File: src/rtl/sctl_pkg.sv
// Package: shared types for the serial control slave.
// Assumes: nothing beyond IEEE 1800-2017.
package sctl_pkg;

    // Field currently being shifted in within a frame
    typedef enum logic [1:0] {
        PH_CMD  = 2'd0,
        PH_ADDR = 2'd1,
        PH_DATA = 2'd2,
        PH_SKIP = 2'd3
    } phase_e;

endpackage

File: src/rtl/sctl_sclk_edge.sv
// Module: sctl_sclk_edge
// Finds rising and falling serial clock edges by comparing each system clock
// sample with the previous one. Edges are reported only while chip select is low.
// Assumes: spi_clk and spi_cs_n are already synchronous to clk, and each serial
// clock phase lasts at least two system clock cycles.
module sctl_sclk_edge (
    input  logic clk,
    input  logic rst_n,
    input  logic spi_cs_n,
    input  logic spi_clk,
    output logic frame_on,
    output logic bit_rise,
    output logic bit_fall
);

    logic sclk_q;

    // Keep the previous serial clock level for edge comparison
    always_ff @(posedge clk) begin
        if (!rst_n) begin
            sclk_q <= 1'b0;
        end else begin
            sclk_q <= spi_clk;
        end
    end

    // Edge pulses, gated by an active frame
    always_comb begin
        frame_on = ~spi_cs_n;
        bit_rise = frame_on &  spi_clk & ~sclk_q;
        bit_fall = frame_on & ~spi_clk &  sclk_q;
    end

endmodule

File: src/rtl/sctl_echo_line.sv
// Module: sctl_echo_line
// Delays the input bit stream by DEPTH serial clocks and drives it out.
// The output updates on falling serial edges, and the idle output level is
// chosen by idle_low.
// Assumes: bit_rise and bit_fall are single-cycle pulses that are never
// raised together.
module sctl_echo_line #(
    parameter int DEPTH = 8
) (
    input  logic clk,
    input  logic rst_n,
    input  logic frame_on,
    input  logic bit_rise,
    input  logic bit_fall,
    input  logic din,
    input  logic idle_low,
    output logic dout,
    output logic dout_oe
);

    logic [DEPTH-1:0] dly_q;
    logic             dout_q;

    // Shift in on rise, present the oldest bit on fall, clear between frames
    always_ff @(posedge clk) begin
        if (!rst_n || !frame_on) begin
            dly_q  <= '0;
            dout_q <= 1'b0;
        end else begin
            if (bit_rise) begin
                dly_q <= {dly_q[DEPTH-2:0], din};
            end
            if (bit_fall) begin
                dout_q <= dly_q[DEPTH-1];
            end
        end
    end

    // Pin level: echo in a frame, low or released between frames
    always_comb begin
        dout    = frame_on ? dout_q : 1'b0;
        dout_oe = frame_on | idle_low;
    end

endmodule

File: src/rtl/sctl_cmd_decode.sv
// Module: sctl_cmd_decode
// Small lookup from area code to "has address" and word length.
// Assumes: LONG_CODE differs from SHORT_CODE, and both lengths fit in CNT_W bits.
module sctl_cmd_decode #(
    parameter int          AREA_W     = 7,
    parameter int          CNT_W      = 5,
    parameter logic [6:0]  LONG_CODE  = 7'h34,
    parameter logic [6:0]  SHORT_CODE = 7'h35,
    parameter int          LONG_LEN   = 24,
    parameter int          SHORT_LEN  = 16
) (
    input  logic [AREA_W-1:0] area,
    output logic              has_addr,
    output logic [CNT_W-1:0]  word_len
);

    localparam logic [AREA_W-1:0] LONG_A  = AREA_W'(LONG_CODE);
    localparam logic [AREA_W-1:0] SHORT_A = AREA_W'(SHORT_CODE);

    // Area code to address presence and word length
    always_comb begin
        has_addr = 1'b0;
        word_len = '0;
        if (area == LONG_A) begin
            has_addr = 1'b1;
            word_len = CNT_W'(LONG_LEN);
        end else if (area == SHORT_A) begin
            has_addr = 1'b1;
            word_len = CNT_W'(SHORT_LEN);
        end
    end

endmodule

File: src/rtl/sctl_frame_ctrl.sv
// Module: sctl_frame_ctrl
// Walks a frame through command, address and data fields. It assembles each
// field MSB first and raises a one-cycle write strobe per complete data word
// of a write frame, then steps the address.
// Assumes: bit_rise is a single-cycle pulse per serial bit, and frame_on low
// resets the frame state.
module sctl_frame_ctrl
    import sctl_pkg::*;
#(
    parameter int          CMD_W      = 8,
    parameter int          ADDR_W     = 16,
    parameter int          WMAX       = 24,
    parameter int          CNT_W      = 5,
    parameter logic [6:0]  LONG_CODE  = 7'h34,
    parameter logic [6:0]  SHORT_CODE = 7'h35,
    parameter int          LONG_LEN   = 24,
    parameter int          SHORT_LEN  = 16
) (
    input  logic                clk,
    input  logic                rst_n,
    input  logic                frame_on,
    input  logic                bit_rise,
    input  logic                din,
    output logic                wr_valid,
    output logic [CMD_W-2:0]    wr_area,
    output logic [ADDR_W-1:0]   wr_addr,
    output logic [WMAX-1:0]     wr_data
);

    localparam int AREA_W = CMD_W - 1;
    localparam logic [CNT_W-1:0] CMD_LAST  = CNT_W'(CMD_W - 1);
    localparam logic [CNT_W-1:0] ADDR_LAST = CNT_W'(ADDR_W - 1);

    phase_e              phase_q;
    logic [CNT_W-1:0]    bit_cnt_q;
    logic [WMAX-1:0]     shreg_q;
    logic [WMAX-1:0]     sh_next;
    logic                is_wr_q;
    logic [AREA_W-1:0]   area_q;
    logic [CNT_W-1:0]    word_len_q;
    logic [ADDR_W-1:0]   addr_q;
    logic                dec_has_addr;
    logic [CNT_W-1:0]    dec_len;
    logic                wr_valid_q;
    logic [ADDR_W-1:0]   wr_addr_q;
    logic [WMAX-1:0]     wr_data_q;

    // Shift register value including the bit sampled at this edge
    always_comb begin
        sh_next = {shreg_q[WMAX-2:0], din};
    end

    sctl_cmd_decode #(
        .AREA_W     (AREA_W),
        .CNT_W      (CNT_W),
        .LONG_CODE  (LONG_CODE),
        .SHORT_CODE (SHORT_CODE),
        .LONG_LEN   (LONG_LEN),
        .SHORT_LEN  (SHORT_LEN)
    ) u_dec (
        .area     (sh_next[AREA_W-1:0]),
        .has_addr (dec_has_addr),
        .word_len (dec_len)
    );

    // Frame field sequencing, address stepping and write strobe generation
    always_ff @(posedge clk) begin
        if (!rst_n || !frame_on) begin
            phase_q    <= PH_CMD;
            bit_cnt_q  <= '0;
            shreg_q    <= '0;
            is_wr_q    <= 1'b0;
            area_q     <= '0;
            word_len_q <= '0;
            addr_q     <= '0;
            wr_valid_q <= 1'b0;
            wr_addr_q  <= '0;
            wr_data_q  <= '0;
        end else begin
            wr_valid_q <= 1'b0;
            if (bit_rise) begin
                case (phase_q)
                    PH_CMD: begin
                        if (bit_cnt_q == CMD_LAST) begin
                            is_wr_q    <= sh_next[CMD_W-1];
                            area_q     <= sh_next[AREA_W-1:0];
                            word_len_q <= dec_len;
                            phase_q    <= dec_has_addr ? PH_ADDR : PH_SKIP;
                            bit_cnt_q  <= '0;
                            shreg_q    <= '0;
                        end else begin
                            bit_cnt_q  <= bit_cnt_q + 1'b1;
                            shreg_q    <= sh_next;
                        end
                    end
                    PH_ADDR: begin
                        if (bit_cnt_q == ADDR_LAST) begin
                            addr_q    <= sh_next[ADDR_W-1:0];
                            phase_q   <= PH_DATA;
                            bit_cnt_q <= '0;
                            shreg_q   <= '0;
                        end else begin
                            bit_cnt_q <= bit_cnt_q + 1'b1;
                            shreg_q   <= sh_next;
                        end
                    end
                    PH_DATA: begin
                        if (bit_cnt_q == word_len_q - 1'b1) begin
                            wr_valid_q <= is_wr_q;
                            wr_addr_q  <= addr_q;
                            wr_data_q  <= sh_next;
                            addr_q     <= addr_q + 1'b1;
                            bit_cnt_q  <= '0;
                            shreg_q    <= '0;
                        end else begin
                            bit_cnt_q  <= bit_cnt_q + 1'b1;
                            shreg_q    <= sh_next;
                        end
                    end
                    default: begin
                        phase_q <= PH_SKIP;
                    end
                endcase
            end
        end
    end

    // Write port outputs
    always_comb begin
        wr_valid = wr_valid_q;
        wr_area  = area_q;
        wr_addr  = wr_addr_q;
        wr_data  = wr_data_q;
    end

endmodule

File: src/rtl/sctl_echo_slave.sv
// Module: sctl_echo_slave (top)
// Serial control slave: a command byte, an optional 16-bit address and data
// words become write strobes on a memory-style port, and the serial output
// echoes the input ECHO_DEPTH bits late.
// Assumes: serial inputs are synchronous to clk, each serial clock phase lasts
// at least two clk cycles, and the serial clock is low when chip select changes.
module sctl_echo_slave #(
    parameter int          CMD_W      = 8,
    parameter int          ADDR_W     = 16,
    parameter int          LONG_LEN   = 24,
    parameter int          SHORT_LEN  = 16,
    parameter int          ECHO_DEPTH = 8,
    parameter logic [6:0]  LONG_CODE  = 7'h34,
    parameter logic [6:0]  SHORT_CODE = 7'h35
) (
    input  logic                clk,
    input  logic                rst_n,
    input  logic                idle_low_cfg,
    input  logic                spi_cs_n,
    input  logic                spi_clk,
    input  logic                spi_din,
    output logic                spi_dout,
    output logic                spi_dout_oe,
    output logic                wr_valid,
    output logic [CMD_W-2:0]    wr_area,
    output logic [ADDR_W-1:0]   wr_addr,
    output logic [LONG_LEN-1:0] wr_data
);

    localparam int WMAX  = LONG_LEN;
    localparam int MAXF  = (ADDR_W > WMAX) ? ADDR_W : WMAX;
    localparam int CNT_W = $clog2(MAXF + 1);

    logic frame_on;
    logic bit_rise;
    logic bit_fall;

    sctl_sclk_edge u_edge (
        .clk      (clk),
        .rst_n    (rst_n),
        .spi_cs_n (spi_cs_n),
        .spi_clk  (spi_clk),
        .frame_on (frame_on),
        .bit_rise (bit_rise),
        .bit_fall (bit_fall)
    );

    sctl_echo_line #(
        .DEPTH (ECHO_DEPTH)
    ) u_echo (
        .clk      (clk),
        .rst_n    (rst_n),
        .frame_on (frame_on),
        .bit_rise (bit_rise),
        .bit_fall (bit_fall),
        .din      (spi_din),
        .idle_low (idle_low_cfg),
        .dout     (spi_dout),
        .dout_oe  (spi_dout_oe)
    );

    sctl_frame_ctrl #(
        .CMD_W      (CMD_W),
        .ADDR_W     (ADDR_W),
        .WMAX       (WMAX),
        .CNT_W      (CNT_W),
        .LONG_CODE  (LONG_CODE),
        .SHORT_CODE (SHORT_CODE),
        .LONG_LEN   (LONG_LEN),
        .SHORT_LEN  (SHORT_LEN)
    ) u_frame (
        .clk      (clk),
        .rst_n    (rst_n),
        .frame_on (frame_on),
        .bit_rise (bit_rise),
        .din      (spi_din),
        .wr_valid (wr_valid),
        .wr_area  (wr_area),
        .wr_addr  (wr_addr),
        .wr_data  (wr_data)
    );

endmodule

File: config.mk
export PLATFORM = sky130hd
export DESIGN_NAME = sctl_echo_slave
export DESIGN_NICKNAME = d
export VERILOG_FILES = /design/src/rtl/sctl_pkg.sv /design/src/rtl/sctl_sclk_edge.sv /design/src/rtl/sctl_echo_line.sv /design/src/rtl/sctl_cmd_decode.sv /design/src/rtl/sctl_frame_ctrl.sv /design/src/rtl/sctl_echo_slave.sv
export SDC_FILE = /design/constraint.sdc
export NUM_CORES = 1
export LEC_CHECK = 0
export ABC_AREA = 0
export BUFFER_PORTS_ARGS = -buffer_cell sky130_fd_sc_hd__buf_2
export CORE_MARGIN = 3
export CORE_UTILIZATION = 45
export DETAILED_ROUTE_END_ITERATION = 8
export PLACE_DENSITY_LB_ADDON = 0.1
export SKIP_LAST_GASP = 1
export SLEW_MARGIN = 15
export SYNTH_ARGS = -nofsm -noshare
export SYNTH_HDL_FRONTEND = slang
export SYNTH_SLANG_ARGS = --single-unit
File: constraint.sdc
create_clock -name clk -period 2.7 [get_ports clk]
set_clock_uncertainty 0.05 [all_clocks]
set_input_delay 0.135 -clock clk [delete_from_list [all_inputs] [get_ports clk]]
set_output_delay 0.135 -clock clk [all_outputs]
set_load 0.005 [all_outputs]
==> run summary <==
RePlAce Congestion: 0.9060
CTS Buffer Depth: 2
VDD IR-drop max: 0.2285 mV
R2r startpoint: u_frame.bit_cnt_q[0]
Avg Inst Size Synth: 8.016 um2
Final period util: 0.8986
Total power: 2.580 mW
GRT Overall Usage: 0.2013
Initial Util: 0.4637
Fin. Hold Viols: 0
Synthesized area: 4553 um2
Fin cells: 755
Cell Rows: 36
Slew HR: 0.4355
Post-synthesis sequential area ratio: 0.4705
Antenna cells: 0
PostCTS Resize Cnt: 0
ANT nets after route: 0
Clock sink total: 107
Setup Slack @ Placement: 346.0 ps
Main synth FF type: dfxtp_1
DR WL/cell: 14.70 um
Min-delay worst type: in -> reg
Synth warnings: 0
Net count reported at finish: 632
Hold depth: 3
HP Start: spi_din
Clock root cell: clkbuf_8
Port Buffer Count: 55
Final worst-path setup slack: 273.7 ps
Number of flops mapped to enable cells by yosys: 0
Most frequent cells in the layout: nand2_1, dfxtp_1, a21oi_1
Most common cell after layout, fill and taps aside: nand2_1
CP Data Required Time: 2900 ps
CTS tree: done
FF-to-FF End: u_frame.addr_q[6]
First-pass GRT wire length: 18830 um
Crit path max fanout: 7
Final HPWL DP: 7447 um
Chip Height: 106.6 um
Worst-margin pin slew: 846.7 ps
Cells after Synth: 568
Fmax: 412.2 MHz
Leakage power: 1.822 nW
Post-Place Cells: 737
Total Neg Setup Slack: 0 ps
Flop2flop setup slack: 270 ps
Die area: 11360 um2
Vias: 4095
Width of the die: 106.6 um
Worst-case reg-to-reg path depth: 9
Hold Path Sink: u_echo.dly_q[0]
Core Area: 9819 um2
WL final: 11100 um
Yosys reg bits: 107
Ys async rst share: 0
Drc violations: 0
Largest net degree at the start of global routing: 79
Critical path type: reg -> reg
Ports: 56
Synthesized net count: 583
DP Area: 4977 um2
DRT iter0 DRCs: 303
Nature of the critical path endpoint: register
Share of post-route cells with drive strength above 1: 0.1624
Final Instance Area: 5176 um2
Number of fill cells: 993
Worst Path Arrival: 2620 ps
Pwr/cell area: 498.4 nW/um2
TritonCTS buffer count: 9
Max Cap Violations: 0
Vias in the first global route: 3807
Area delta synth->final: 13.68%
Vias/cell: 5.424
Tmin final: 2426 ps
Depth of the CTS H-tree: 3
Distinct cell type count after synthesis: 52
Grt ovf: 0
Clk_lat worst skew: 360 ps
Pre-Repair DR Iteration Count: 5
Reg clk slew, reported paths: 100 ps
# setup viols final: 0
Status: finished, final reports clean
Initial antenna violation count: 0
Crit start category: register
RSZ-0062 raised after global routing: no
Max-slew violations: 0
[cell type report]
cell class | count | area (um2) | share of cell area
Clock buffer | 12 | 145.1 | 0.02804
Timing Repair Buffer | 76 | 437.9 | 0.08460
Inverter | 9 | 33.78 | 0.006526
Clock inverter | 4 | 33.78 | 0.006526
Tap cell | 133 | 166.4 | 0.03215
Multi-Input combinational cell | 414 | 2217 | 0.4283
Sequential cell | 107 | 2142 | 0.4138
[where the power goes]
part / switching, mW / internal [mW]
clock: 0.549 / 0.371
sequential: 0.00196 / 1.58
combinational: 0.0579 / 0.0203
total: 0.609 / 1.97
[flip-flops by register name, summed over array words and instances (netlist names)]
name and flops:
u_frame.phase_q 2, u_frame.wr_addr 16, u_frame.word_len_q 2, u_frame.wr_valid 1
u_frame.wr_data 24, u_edge.sclk_q 1, u_frame.shreg_q 23, u_echo.dly_q 8
u_frame.is_wr_q 1, u_frame.addr_q 16, u_echo.dout_q 1, u_frame.bit_cnt_q 5
u_frame.wr_area 7
[worst max path at each step]
stage | start | cells after the start | slack, ps | end
after floorplan | u_frame.bit_cnt_q[0] | 10 | 450 | u_frame.addr_q[6]
after global placement | u_frame.bit_cnt_q[0] | 10 | 430 | u_frame.shreg_q[0]
after detailed placement | u_frame.bit_cnt_q[0] | 10 | 350 | u_frame.shreg_q[8]
after CTS | u_frame.bit_cnt_q[0] | 10 | 300 | u_frame.shreg_q[8]
after global routing | u_frame.bit_cnt_q[0] | 9 | 60 | u_frame.addr_q[6]
final | u_frame.bit_cnt_q[0] | 9 | 270 | u_frame.addr_q[6]
[synth_stat cells, drive strengths merged (8+ instances only)]
library cell	instances	area, um2
a21oi	95	479.2
mux2i	9	102.6
nand3	39	195.2
inv	9	33.78
dfxtp	107	2142
nor2	32	120.1
nor3	12	76.33
ha	9	112.6
clkbuf	28	105.1
nand2	139	521.8
buf	10	62.56
o21ai	8	40.03
[critical path, stage by stage (launching register included)]
cell      delay, ps
dfxtp_1         390
ha_1            270
nand3_1         140
inv_1            80
ha_1            140
nand2b_1        230
and4b_1         270
o21ai_1          90
or3_1           380
a221oi_1        280
[cell families (layout without fill, tap and decap cells)]
family / Yosys count / after routing / synth area share
flip-flops: 107 / 107 / 0.4705
multiplexers: 10 / 10 / 0.02501
buffers and inverters: 47 / 101 / 0.04424
AND/OR/NAND/NOR: 261 / 261 / 0.2613
XOR/XNOR: 1 / 1 / 0.003573
AO/OA/AOI/OAI: 133 / 133 / 0.1707
adder cells (fa/ha/maj): 9 / 9 / 0.02473
[metal layers]
layer,vias to the layer above,share of wire,wire (um),global-route usage
li1,2062,-,-,-
met1,1902,0.48,5298,0.2740
met2,118,0.47,5215,0.3363
met3,13,0.044,486,0.03913
met4,0,0.0087,97,0.03744
met5,-,0,0,0
[what timing repair did]
action,4_1_cts,5_1_grt
endpoints found under the setup margin,0,0
setup buffers,0,0
endpoints found under the hold margin,1,0
hold buffers,2,0
[metrics by stage]
stage	hold WS (ps)	util
after CTS	6.645	0.5271
after detailed placement	350.2	0.5069
after floorplan	206.7	-
after global routing	23.67	0.5271
after global placement	341.6	0.5069
final	21.94	0.5271
(Power assumes the default switching activity.)
